File: src/rtl/vll_pkg.sv
`timescale 1ns/1ps
package vll_pkg;
  typedef enum logic [1:0] {
    LD_MULTI = 2'd0,
    LD_LANE  = 2'd1,
    LD_ALL   = 2'd2,
    LD_RSVD  = 2'd3
  } ld_mode_e;

  typedef enum logic [1:0] {
    S_IDLE = 2'd0,
    S_REQ  = 2'd1,
    S_WAIT = 2'd2,
    S_RESP = 2'd3
  } ld_state_e;

  localparam int unsigned VREG_W   = 64;
  localparam int unsigned VREG_B   = VREG_W / 8;
  localparam int unsigned SIZE_RSVD = 3;
endpackage

File: src/rtl/vll_regfile.sv
`timescale 1ns/1ps
module vll_regfile #(
  parameter int unsigned NUM_REGS = 32,
  parameter int unsigned RIDX_W   = $clog2(NUM_REGS)
) (
  input  logic              clk_i,
  input  logic              rst_ni,
  input  logic              we_i,
  input  logic [RIDX_W-1:0] widx_i,
  input  logic [63:0]       wdata_i,
  input  logic [7:0]        wmask_i,
  input  logic [RIDX_W-1:0] ridx_i,
  output logic [63:0]       rdata_o
);
  logic [63:0] regs_q [NUM_REGS];

  for (genvar r = 0; r < NUM_REGS; r++) begin : g_reg
    always_ff @(posedge clk_i or negedge rst_ni) begin
      if (!rst_ni) begin
        regs_q[r] <= '0;
      end else if (we_i && (int'(widx_i) == r)) begin
        for (int b = 0; b < 8; b++) begin
          if (wmask_i[b]) regs_q[r][b*8 +: 8] <= wdata_i[b*8 +: 8];
        end
      end
    end
  end

  assign rdata_o = regs_q[ridx_i];

  // every write must touch at least one lane byte
  assert_write_has_bytes_R2: assert property (@(posedge clk_i) disable iff (!rst_ni)
    we_i |-> (wmask_i != 8'h00));
endmodule

File: src/rtl/vll_lane_fmt.sv
`timescale 1ns/1ps
module vll_lane_fmt
  import vll_pkg::*;
(
  input  logic [1:0]  mode_i,
  input  logic [1:0]  size_i,
  input  logic [2:0]  lane_i,
  input  logic [63:0] rdata_i,
  output logic [63:0] wdata_o,
  output logic [7:0]  wmask_o
);
  ld_mode_e mode;
  logic [2:0] el_mask;

  assign mode    = ld_mode_e'(mode_i);
  assign el_mask = 3'((4'd1 << size_i) - 4'd1);

  // per destination byte: source byte within element and owning lane
  for (genvar b = 0; b < 8; b++) begin : g_byte
    logic [2:0] src_b;
    logic [2:0] lane_of;
    always_comb begin
      src_b   = 3'(b) & el_mask;
      lane_of = 3'(b) >> size_i;
      unique case (mode)
        LD_MULTI: begin
          wdata_o[b*8 +: 8] = rdata_i[b*8 +: 8];
          wmask_o[b]        = 1'b1;
        end
        LD_LANE: begin
          wdata_o[b*8 +: 8] = rdata_i[src_b*8 +: 8];
          wmask_o[b]        = (lane_of == lane_i);
        end
        LD_ALL: begin
          wdata_o[b*8 +: 8] = rdata_i[src_b*8 +: 8];
          wmask_o[b]        = 1'b1;
        end
        default: begin
          wdata_o[b*8 +: 8] = 8'h00;
          wmask_o[b]        = 1'b0;
        end
      endcase
    end
  end
endmodule

File: src/rtl/vll_ctrl.sv
`timescale 1ns/1ps
module vll_ctrl
  import vll_pkg::*;
#(
  parameter int unsigned NUM_REGS = 32,
  parameter int unsigned ADDR_W   = 32,
  parameter int unsigned MAX_REGS = 4,
  parameter int unsigned RIDX_W   = $clog2(NUM_REGS),
  parameter int unsigned CNT_W    = $clog2(MAX_REGS + 1)
) (
  input  logic              clk_i,
  input  logic              rst_ni,
  input  logic              cmd_valid_i,
  output logic              cmd_ready_o,
  input  logic [1:0]        cmd_mode_i,
  input  logic [1:0]        cmd_size_i,
  input  logic [RIDX_W-1:0] cmd_reg_i,
  input  logic [CNT_W-1:0]  cmd_cnt_i,
  input  logic [2:0]        cmd_lane_i,
  input  logic [ADDR_W-1:0] cmd_addr_i,
  input  logic              cmd_wb_i,
  output logic              mem_req_o,
  output logic [ADDR_W-1:0] mem_addr_o,
  output logic [1:0]        mem_size_o,
  input  logic              mem_rvalid_i,
  output logic              wr_en_o,
  output logic [RIDX_W-1:0] wr_idx_o,
  output logic [1:0]        mode_o,
  output logic [1:0]        size_o,
  output logic [2:0]        lane_o,
  output logic              done_o,
  output logic              err_o,
  output logic [ADDR_W-1:0] addr_o
);
  localparam logic [ADDR_W-1:0] WORD_STEP = ADDR_W'(VREG_B);

  ld_state_e         state_q;
  ld_mode_e          mode_q, cmd_mode;
  logic [1:0]        size_q;
  logic [2:0]        lane_q;
  logic [RIDX_W-1:0] idx_q;
  logic [CNT_W-1:0]  left_q;
  logic [ADDR_W-1:0] cur_q, fin_q;
  logic              err_q;

  logic              accept, lane_ok, multi_ok, cmd_err;
  logic [3:0]        lane_lim;
  logic [ADDR_W-1:0] xfer_bytes;

  assign cmd_mode = ld_mode_e'(cmd_mode_i);
  assign accept   = cmd_valid_i && (state_q == S_IDLE);

  always_comb begin
    lane_lim = 4'd8 >> cmd_size_i;
    lane_ok  = (int'(cmd_size_i) != SIZE_RSVD) &&
               ((cmd_mode == LD_ALL) || ({1'b0, cmd_lane_i} < lane_lim));
    multi_ok = (cmd_cnt_i != '0) && (int'(cmd_cnt_i) <= MAX_REGS) &&
               ((int'(cmd_reg_i) + int'(cmd_cnt_i)) <= NUM_REGS);
    unique case (cmd_mode)
      LD_MULTI:       cmd_err = !multi_ok;
      LD_LANE, LD_ALL: cmd_err = !lane_ok;
      default:        cmd_err = 1'b1;
    endcase
    xfer_bytes = (cmd_mode == LD_MULTI) ? (ADDR_W'(cmd_cnt_i) << 3)
                                        : (ADDR_W'(1) << cmd_size_i);
  end

  always_ff @(posedge clk_i or negedge rst_ni) begin
    if (!rst_ni) begin
      state_q <= S_IDLE;
      mode_q  <= LD_MULTI;
      size_q  <= '0;
      lane_q  <= '0;
      idx_q   <= '0;
      left_q  <= '0;
      cur_q   <= '0;
      fin_q   <= '0;
      err_q   <= 1'b0;
    end else begin
      unique case (state_q)
        S_IDLE: if (accept) begin
          mode_q  <= cmd_mode;
          size_q  <= cmd_size_i;
          lane_q  <= cmd_lane_i;
          idx_q   <= cmd_reg_i;
          left_q  <= (cmd_mode == LD_MULTI) ? cmd_cnt_i : CNT_W'(1);
          cur_q   <= cmd_addr_i;
          fin_q   <= (cmd_wb_i && !cmd_err) ? cmd_addr_i + xfer_bytes : cmd_addr_i;
          err_q   <= cmd_err;
          state_q <= cmd_err ? S_RESP : S_REQ;
        end
        S_REQ:  state_q <= S_WAIT;
        S_WAIT: if (mem_rvalid_i) begin
          if (left_q == CNT_W'(1)) begin
            state_q <= S_RESP;
          end else begin
            left_q  <= left_q - CNT_W'(1);
            idx_q   <= idx_q + RIDX_W'(1);
            cur_q   <= cur_q + WORD_STEP;
            state_q <= S_REQ;
          end
        end
        default: state_q <= S_IDLE;
      endcase
    end
  end

  assign cmd_ready_o = (state_q == S_IDLE);
  assign mem_req_o   = (state_q == S_REQ);
  assign mem_addr_o  = cur_q;
  assign mem_size_o  = (mode_q == LD_MULTI) ? 2'd3 : size_q;
  assign wr_en_o     = (state_q == S_WAIT) && mem_rvalid_i;
  assign wr_idx_o    = idx_q;
  assign mode_o      = mode_q;
  assign size_o      = size_q;
  assign lane_o      = lane_q;
  assign done_o      = (state_q == S_RESP);
  assign err_o       = (state_q == S_RESP) && err_q;
  assign addr_o      = fin_q;

  assert_ready_drops_R8: assert property (@(posedge clk_i) disable iff (!rst_ni)
    (cmd_valid_i && cmd_ready_o) |=> !cmd_ready_o);
  assert_ready_after_done_R8: assert property (@(posedge clk_i) disable iff (!rst_ni)
    done_o |=> cmd_ready_o);
  assert_done_pulse_R9: assert property (@(posedge clk_i) disable iff (!rst_ni)
    done_o |=> !done_o);
  assert_single_req_R4: assert property (@(posedge clk_i) disable iff (!rst_ni)
    mem_req_o |=> !mem_req_o);
  assert_no_req_rejected_R6: assert property (@(posedge clk_i) disable iff (!rst_ni)
    mem_req_o |-> !err_q);
endmodule

File: src/rtl/vec_lane_load.sv
`timescale 1ns/1ps
module vec_lane_load #(
  parameter int unsigned NUM_REGS = 32,
  parameter int unsigned ADDR_W   = 32,
  parameter int unsigned MAX_REGS = 4,
  localparam int unsigned RIDX_W  = $clog2(NUM_REGS),
  localparam int unsigned CNT_W   = $clog2(MAX_REGS + 1)
) (
  input  logic              clk_i,
  input  logic              rst_ni,
  input  logic              cmd_valid_i,
  output logic              cmd_ready_o,
  input  logic [1:0]        cmd_mode_i,
  input  logic [1:0]        cmd_size_i,
  input  logic [RIDX_W-1:0] cmd_reg_i,
  input  logic [CNT_W-1:0]  cmd_cnt_i,
  input  logic [2:0]        cmd_lane_i,
  input  logic [ADDR_W-1:0] cmd_addr_i,
  input  logic              cmd_wb_i,
  output logic              mem_req_o,
  output logic [ADDR_W-1:0] mem_addr_o,
  output logic [1:0]        mem_size_o,
  input  logic              mem_rvalid_i,
  input  logic [63:0]       mem_rdata_i,
  output logic              done_o,
  output logic              err_o,
  output logic [ADDR_W-1:0] addr_o,
  input  logic [RIDX_W-1:0] rd_idx_i,
  output logic [63:0]       rd_data_o
);
  logic              wr_en;
  logic [RIDX_W-1:0] wr_idx;
  logic [1:0]        mode, size;
  logic [2:0]        lane;
  logic [63:0]       wdata;
  logic [7:0]        wmask;

  vll_ctrl #(
    .NUM_REGS (NUM_REGS),
    .ADDR_W   (ADDR_W),
    .MAX_REGS (MAX_REGS)
  ) u_ctrl (
    .clk_i        (clk_i),
    .rst_ni       (rst_ni),
    .cmd_valid_i  (cmd_valid_i),
    .cmd_ready_o  (cmd_ready_o),
    .cmd_mode_i   (cmd_mode_i),
    .cmd_size_i   (cmd_size_i),
    .cmd_reg_i    (cmd_reg_i),
    .cmd_cnt_i    (cmd_cnt_i),
    .cmd_lane_i   (cmd_lane_i),
    .cmd_addr_i   (cmd_addr_i),
    .cmd_wb_i     (cmd_wb_i),
    .mem_req_o    (mem_req_o),
    .mem_addr_o   (mem_addr_o),
    .mem_size_o   (mem_size_o),
    .mem_rvalid_i (mem_rvalid_i),
    .wr_en_o      (wr_en),
    .wr_idx_o     (wr_idx),
    .mode_o       (mode),
    .size_o       (size),
    .lane_o       (lane),
    .done_o       (done_o),
    .err_o        (err_o),
    .addr_o       (addr_o)
  );

  vll_lane_fmt u_fmt (
    .mode_i  (mode),
    .size_i  (size),
    .lane_i  (lane),
    .rdata_i (mem_rdata_i),
    .wdata_o (wdata),
    .wmask_o (wmask)
  );

  vll_regfile #(
    .NUM_REGS (NUM_REGS)
  ) u_rf (
    .clk_i   (clk_i),
    .rst_ni  (rst_ni),
    .we_i    (wr_en),
    .widx_i  (wr_idx),
    .wdata_i (wdata),
    .wmask_i (wmask),
    .ridx_i  (rd_idx_i),
    .rdata_o (rd_data_o)
  );
endmodule

File: config.mk
export PLATFORM = sky130hd
export DESIGN_NAME = vec_lane_load
export DESIGN_NICKNAME = d
export VERILOG_FILES = /design/src/rtl/vll_pkg.sv /design/src/rtl/vll_regfile.sv /design/src/rtl/vll_lane_fmt.sv /design/src/rtl/vll_ctrl.sv /design/src/rtl/vec_lane_load.sv
export SDC_FILE = /design/constraint.sdc
export NUM_CORES = 2
export LEC_CHECK = 0
export ABC_AREA = 1
export BUFFER_PORTS_ARGS = -buffer_cell sky130_fd_sc_hd__buf_2
export CAP_MARGIN = 5
export CORE_MARGIN = 5
export CORE_UTILIZATION = 40
export DETAILED_ROUTE_END_ITERATION = 10
export PLACE_DENSITY = 0.57
export SYNTH_ARGS = -nofsm -noshare
export SYNTH_HDL_FRONTEND = slang
export SYNTH_SLANG_ARGS = --single-unit
File: constraint.sdc
create_clock -name clk_i -period 2.6 [get_ports clk_i]
set_input_delay 0.39 -clock clk_i [delete_from_list [all_inputs] [get_ports clk_i]]
set_output_delay 0.39 -clock clk_i [all_outputs]
set_load 0.02 [all_outputs]
==> summary.txt <==
Synthesis
  – Main synth FF type: dfrtp_1
  – Flops & latches, synth: ~2100
  – Mapped Area: 0.101 mm²
  – Post-synth EDFFs: 0
  – Synth Area per Inst: around 8.1 µm²
  – Synth Instances: roughly 12000
  – Synth unique cells: 50
  – Mapped Nets: 12600
  – Post-synthesis sequential area ratio: 0.529
  – Synth warn: 0
  – Ys async rst share: 1.00

Clocking
  – CTS sink count: between 2000 and 2500
  – Worst-case clock buffer depth: 3
  – H-tree depth: 4
  – CTS clk-pin slew, worst paths: ~60 ps
  – Skew-Pair Late Insertion Delay: approximately 900 ps
  – CTS tree: built
  – Clock Root Buffer: clkbuf_16
  – TritonCTS Buffers: roughly 230

Floorplanning
  – Num rows: around 180
  – Num ports: roughly 260
  – Die height: around 500 µm
  – Die Wd: around 500 µm
  – CORE AREA: 0.251 mm²
  – Initial Util: 0.401
  – Die Footprint: 0.262 mm²

Pwr
  – Leak Pwr: about 56 nW
  – Overall power after layout: between 100 and 150 mW
  – Power per Cell Area: 1060 mW/mm²
  – Worst VDD drop: approximately 0.87 mV

Timing
  – Final period util: 1.02
  – Slew headroom: 0.266
  – Setup WS post-layout: -63.6 ps
  – Maximum clock rate: between 300 and 400 MHz
  – RSZ-0062 raised after global routing: yes
  – Final min period: roughly 2700 ps
  – Final Setup Violations: 10
  – Worst-Margin Slew: 1090 ps
  – Max Transition Viols Final: 0
  – Setup TNS: -235 ps
  – Final setup skew: between 70 and 80 ps
  – WHS: ~73 ps
  – Hold Vio Cnt, Final: 0

Placement
  – RD Place Congestion: 0.947
  – Worst slack at placement: -215 ps
  – Post-DP HPWL: ~250000 µm
  – PortBufs: between 200 and 300

Critical path
  – Max incr delay on CP: 360 ps
  – Worst Setup Start Kind: flip-flop
  – CP bufs+invs: 2
  – Worst Path Required: ~2200 ps
  – Worst reg-to-reg setup slack: about 60 ps
  – Crit end category: output pin
  – Cell family with the largest share of critical-path delay: compound AO/OA/AOI/OAI gates
  – Most used cell, CP: o21ai_1
  – FF-to-FF Start: u_ctrl.state_q[0]$_DFFE_PN0P_
  – Worst Path Arrival: about 2300 ps
  – Setup CP Type: flip-flop to output pin
  – RR Endpoint: u_rf.regs_q[447]$_DFFE_PN0P_
  – Length in cells of the worst reg-to-reg path: 11
  – Critical path's slowest cell: dfrtp_1
  – Critical path, cell by cell: inv_1, a21oi_1, o21ai_1, o21ai_1, o21ai_1, o22ai_2, nand2_2, nand2_2, buf_6
  – Crit path max fanout: 2

Hold path
  – Hold Path Cell Cnt: 6
  – Worst hold path type: input pin to flip-flop
  – Hold path start: cmd_mode_i[0]
  – Worst Hold End: u_ctrl.err_q$_DFFE_PN0P_

Detailed routing
  – Initial DRC count: roughly 9600
  – Post-route ant nets: 0
  – Vias: between 90000 and 100k
  – Drt drc: 0
  – Via density: between 5 and 6
  – Total Routed Length: about 370000 µm
  – DR pass1 iterations: 8
  – Routed length per instance: about 22 µm

Cells and area
  – Post-layout util: 0.489
  – Most frequent cells in the layout: nand2_1, o21ai_0, dfrtp_1
  – Layout overhead on the synthesized area: 21.8%
  – Most common cell after layout, fill and taps aside: nand2_1
  – Final #Nets: between 10000 and 15000
  – Share of cells above drive strength 1: 0.161
  – Filler cell count: about 24000

Global route
  – Vias in the first global route: 88300
  – Total Routing Usage GR: 0.272
  – Antenna violations before repair: 23
  – First-pass GRT wire length: 555000 µm
  – Largest net degree at the start of global routing: 97
  – Remaining Overflow, GRT: 0

Status
  – Violated checks: setup timing
  – Outcome: finished with violations

Run
  – Max_cap viols: 0
## power breakdown
| group | leakage (nW) | internal [mW] | total [mW] | switching (mW) |
|---|---|---|---|---|
| combinational | 23.3 | 16.2 | 46.4 | 30.1 |
| sequential | 28.7 | 44.2 | 50.4 | 6.22 |
| clock | 3.76 | 18.9 | 33.1 | 14.3 |
## through the flow
step | cells | instance area (µm²)
finish | 16500 | 123000
global route | 16500 | 123000
CTS | 16400 | 121000
detailed placement | 16000 | 112000
global placement | 16000 | 112000
floorplan | 12500 | 101000
## cells in the mapped netlist (2+ instances only)
library cell / n / area, µm²
a221oi_1: 4 / 35.0
nor4_1: 2 / 12.5
inv_2: 34 / 128
nand4_1: 17 / 106
nand2_4: 28 / 315
fa_1: 2 / 40.0
xnor2_1: 9 / 78.8
nand3_2: 7 / 70.1
nor2_8: 17 / 340
clkbuf_1: 711 / 2670
o211ai_1: 14 / 105
o22ai_1: 424 / 2650
clkbuf_2: 3 / 15.0
a22oi_1: 4 / 30.0
o21ai_1: 307 / 1540
ha_1: 32 / 400
buf_8: 2 / 30.0
buf_2: 146 / 731
nor2_4: 58 / 653
or2_2: 14 / 87.6
o2111ai_1: 5 / 43.8
dfrtp_1: 2130 / 53300
buf_4: 12 / 90.1
xor2_1: 19 / 166
buf_6: 6 / 67.6
a21oi_1: 151 / 756
nor3_1: 22 / 110
nand2_1: 3328 / 12500
inv_4: 2 / 12.5
nor2_1: 1109 / 4160
nand3b_1: 3 / 22.5
o21a_1: 193 / 1450
inv_1: 363 / 1360
o21bai_1: 2 / 15.0
o221ai_1: 49 / 429
buf_1: 66 / 248
o21ai_2: 9 / 78.8
nor2_2: 21 / 131
o21ai_0: 2775 / 13900
nand3_1: 348 / 1740
nand2_2: 5 / 31.3
## worst max-delay path by stage
stage,startpoint,end,cells after the start
after floorplan,rd_idx_i[0],rd_data_o[54],10
after global placement,rd_idx_i[0],rd_data_o[15],11
after detailed placement,rd_idx_i[0],rd_data_o[15],11
after CTS,u_rf.regs_q[1723]$_DFFE_PN0P_,rd_data_o[59],9
after global routing,u_rf.regs_q[1710]$_DFFE_PN0P_,rd_data_o[46],9
final,u_rf.regs_q[1709]$_DFFE_PN0P_,rd_data_o[45],9
## layout make-up
class	instances	area [µm²]	share of cell area
diodes	23	57.6	0.000469
clock buffers	353	6860	0.0559
clock inverters	64	800	0.00652
inverters	399	1550	0.0127
multi-input cells	8987	44000	0.358
flip-flops and latches	2130	53300	0.435
well taps	3348	4190	0.0342
repair buffers	1190	11900	0.0973
repair inverters	2	15.0	0.000122
## state kept, by name, indices dropped and copies added, names as in the netlist
register	cells
u_ctrl.left_q	3
u_ctrl.addr_o	32
u_ctrl.mode_o	2
u_rf.regs_q	2048
u_ctrl.wr_idx_o	5
u_ctrl.mem_addr_o	32
u_ctrl.size_o	2
u_ctrl.state_q	2
u_ctrl.err_q	1
u_ctrl.lane_o	3
## timing repair
action,in CTS,in global routing
setup buffers,9,35
hold endpoints to repair,568,0
cloned,0,6
pin swaps,136,206
setup endpoints to repair,238,727
resized for setup,502,478
hold buffers,48,0
## worst min-delay path, cell delays in order
cell and delay (ps):
buf_2 100, ha_1 140, a21oi_1 50, nand2_1 110, nand2_1 60, o21ai_0 70
## routing by layer
| metal | vias to the layer above | share of wire | track usage |
|---|---|---|---|
| li1 | 42500 | - | - |
| met1 | 44700 | 0.43 | 0.369 |
| met2 | 3455 | 0.45 | 0.426 |
| met3 | 716 | 0.067 | 0.0435 |
| met4 | 8 | 0.053 | 0.134 |
| met5 | - | 0.00037 | 0 |
## logic make-up (layout without fill, tap and decap cells)
family / after synthesis / in the layout / synth area share
simple gates: 4980 / 4980 / 0.201
fa+ha+maj: 34 / 34 / 0.00437
buf+inv: 1345 / 2008 / 0.0531
compound gates: 3944 / 3944 / 0.209
other cells: 0 / 23 / 0
flops: 2130 / 2130 / 0.529
xor+xnor: 29 / 29 / 0.00260
(Power assumes the default switching activity.)
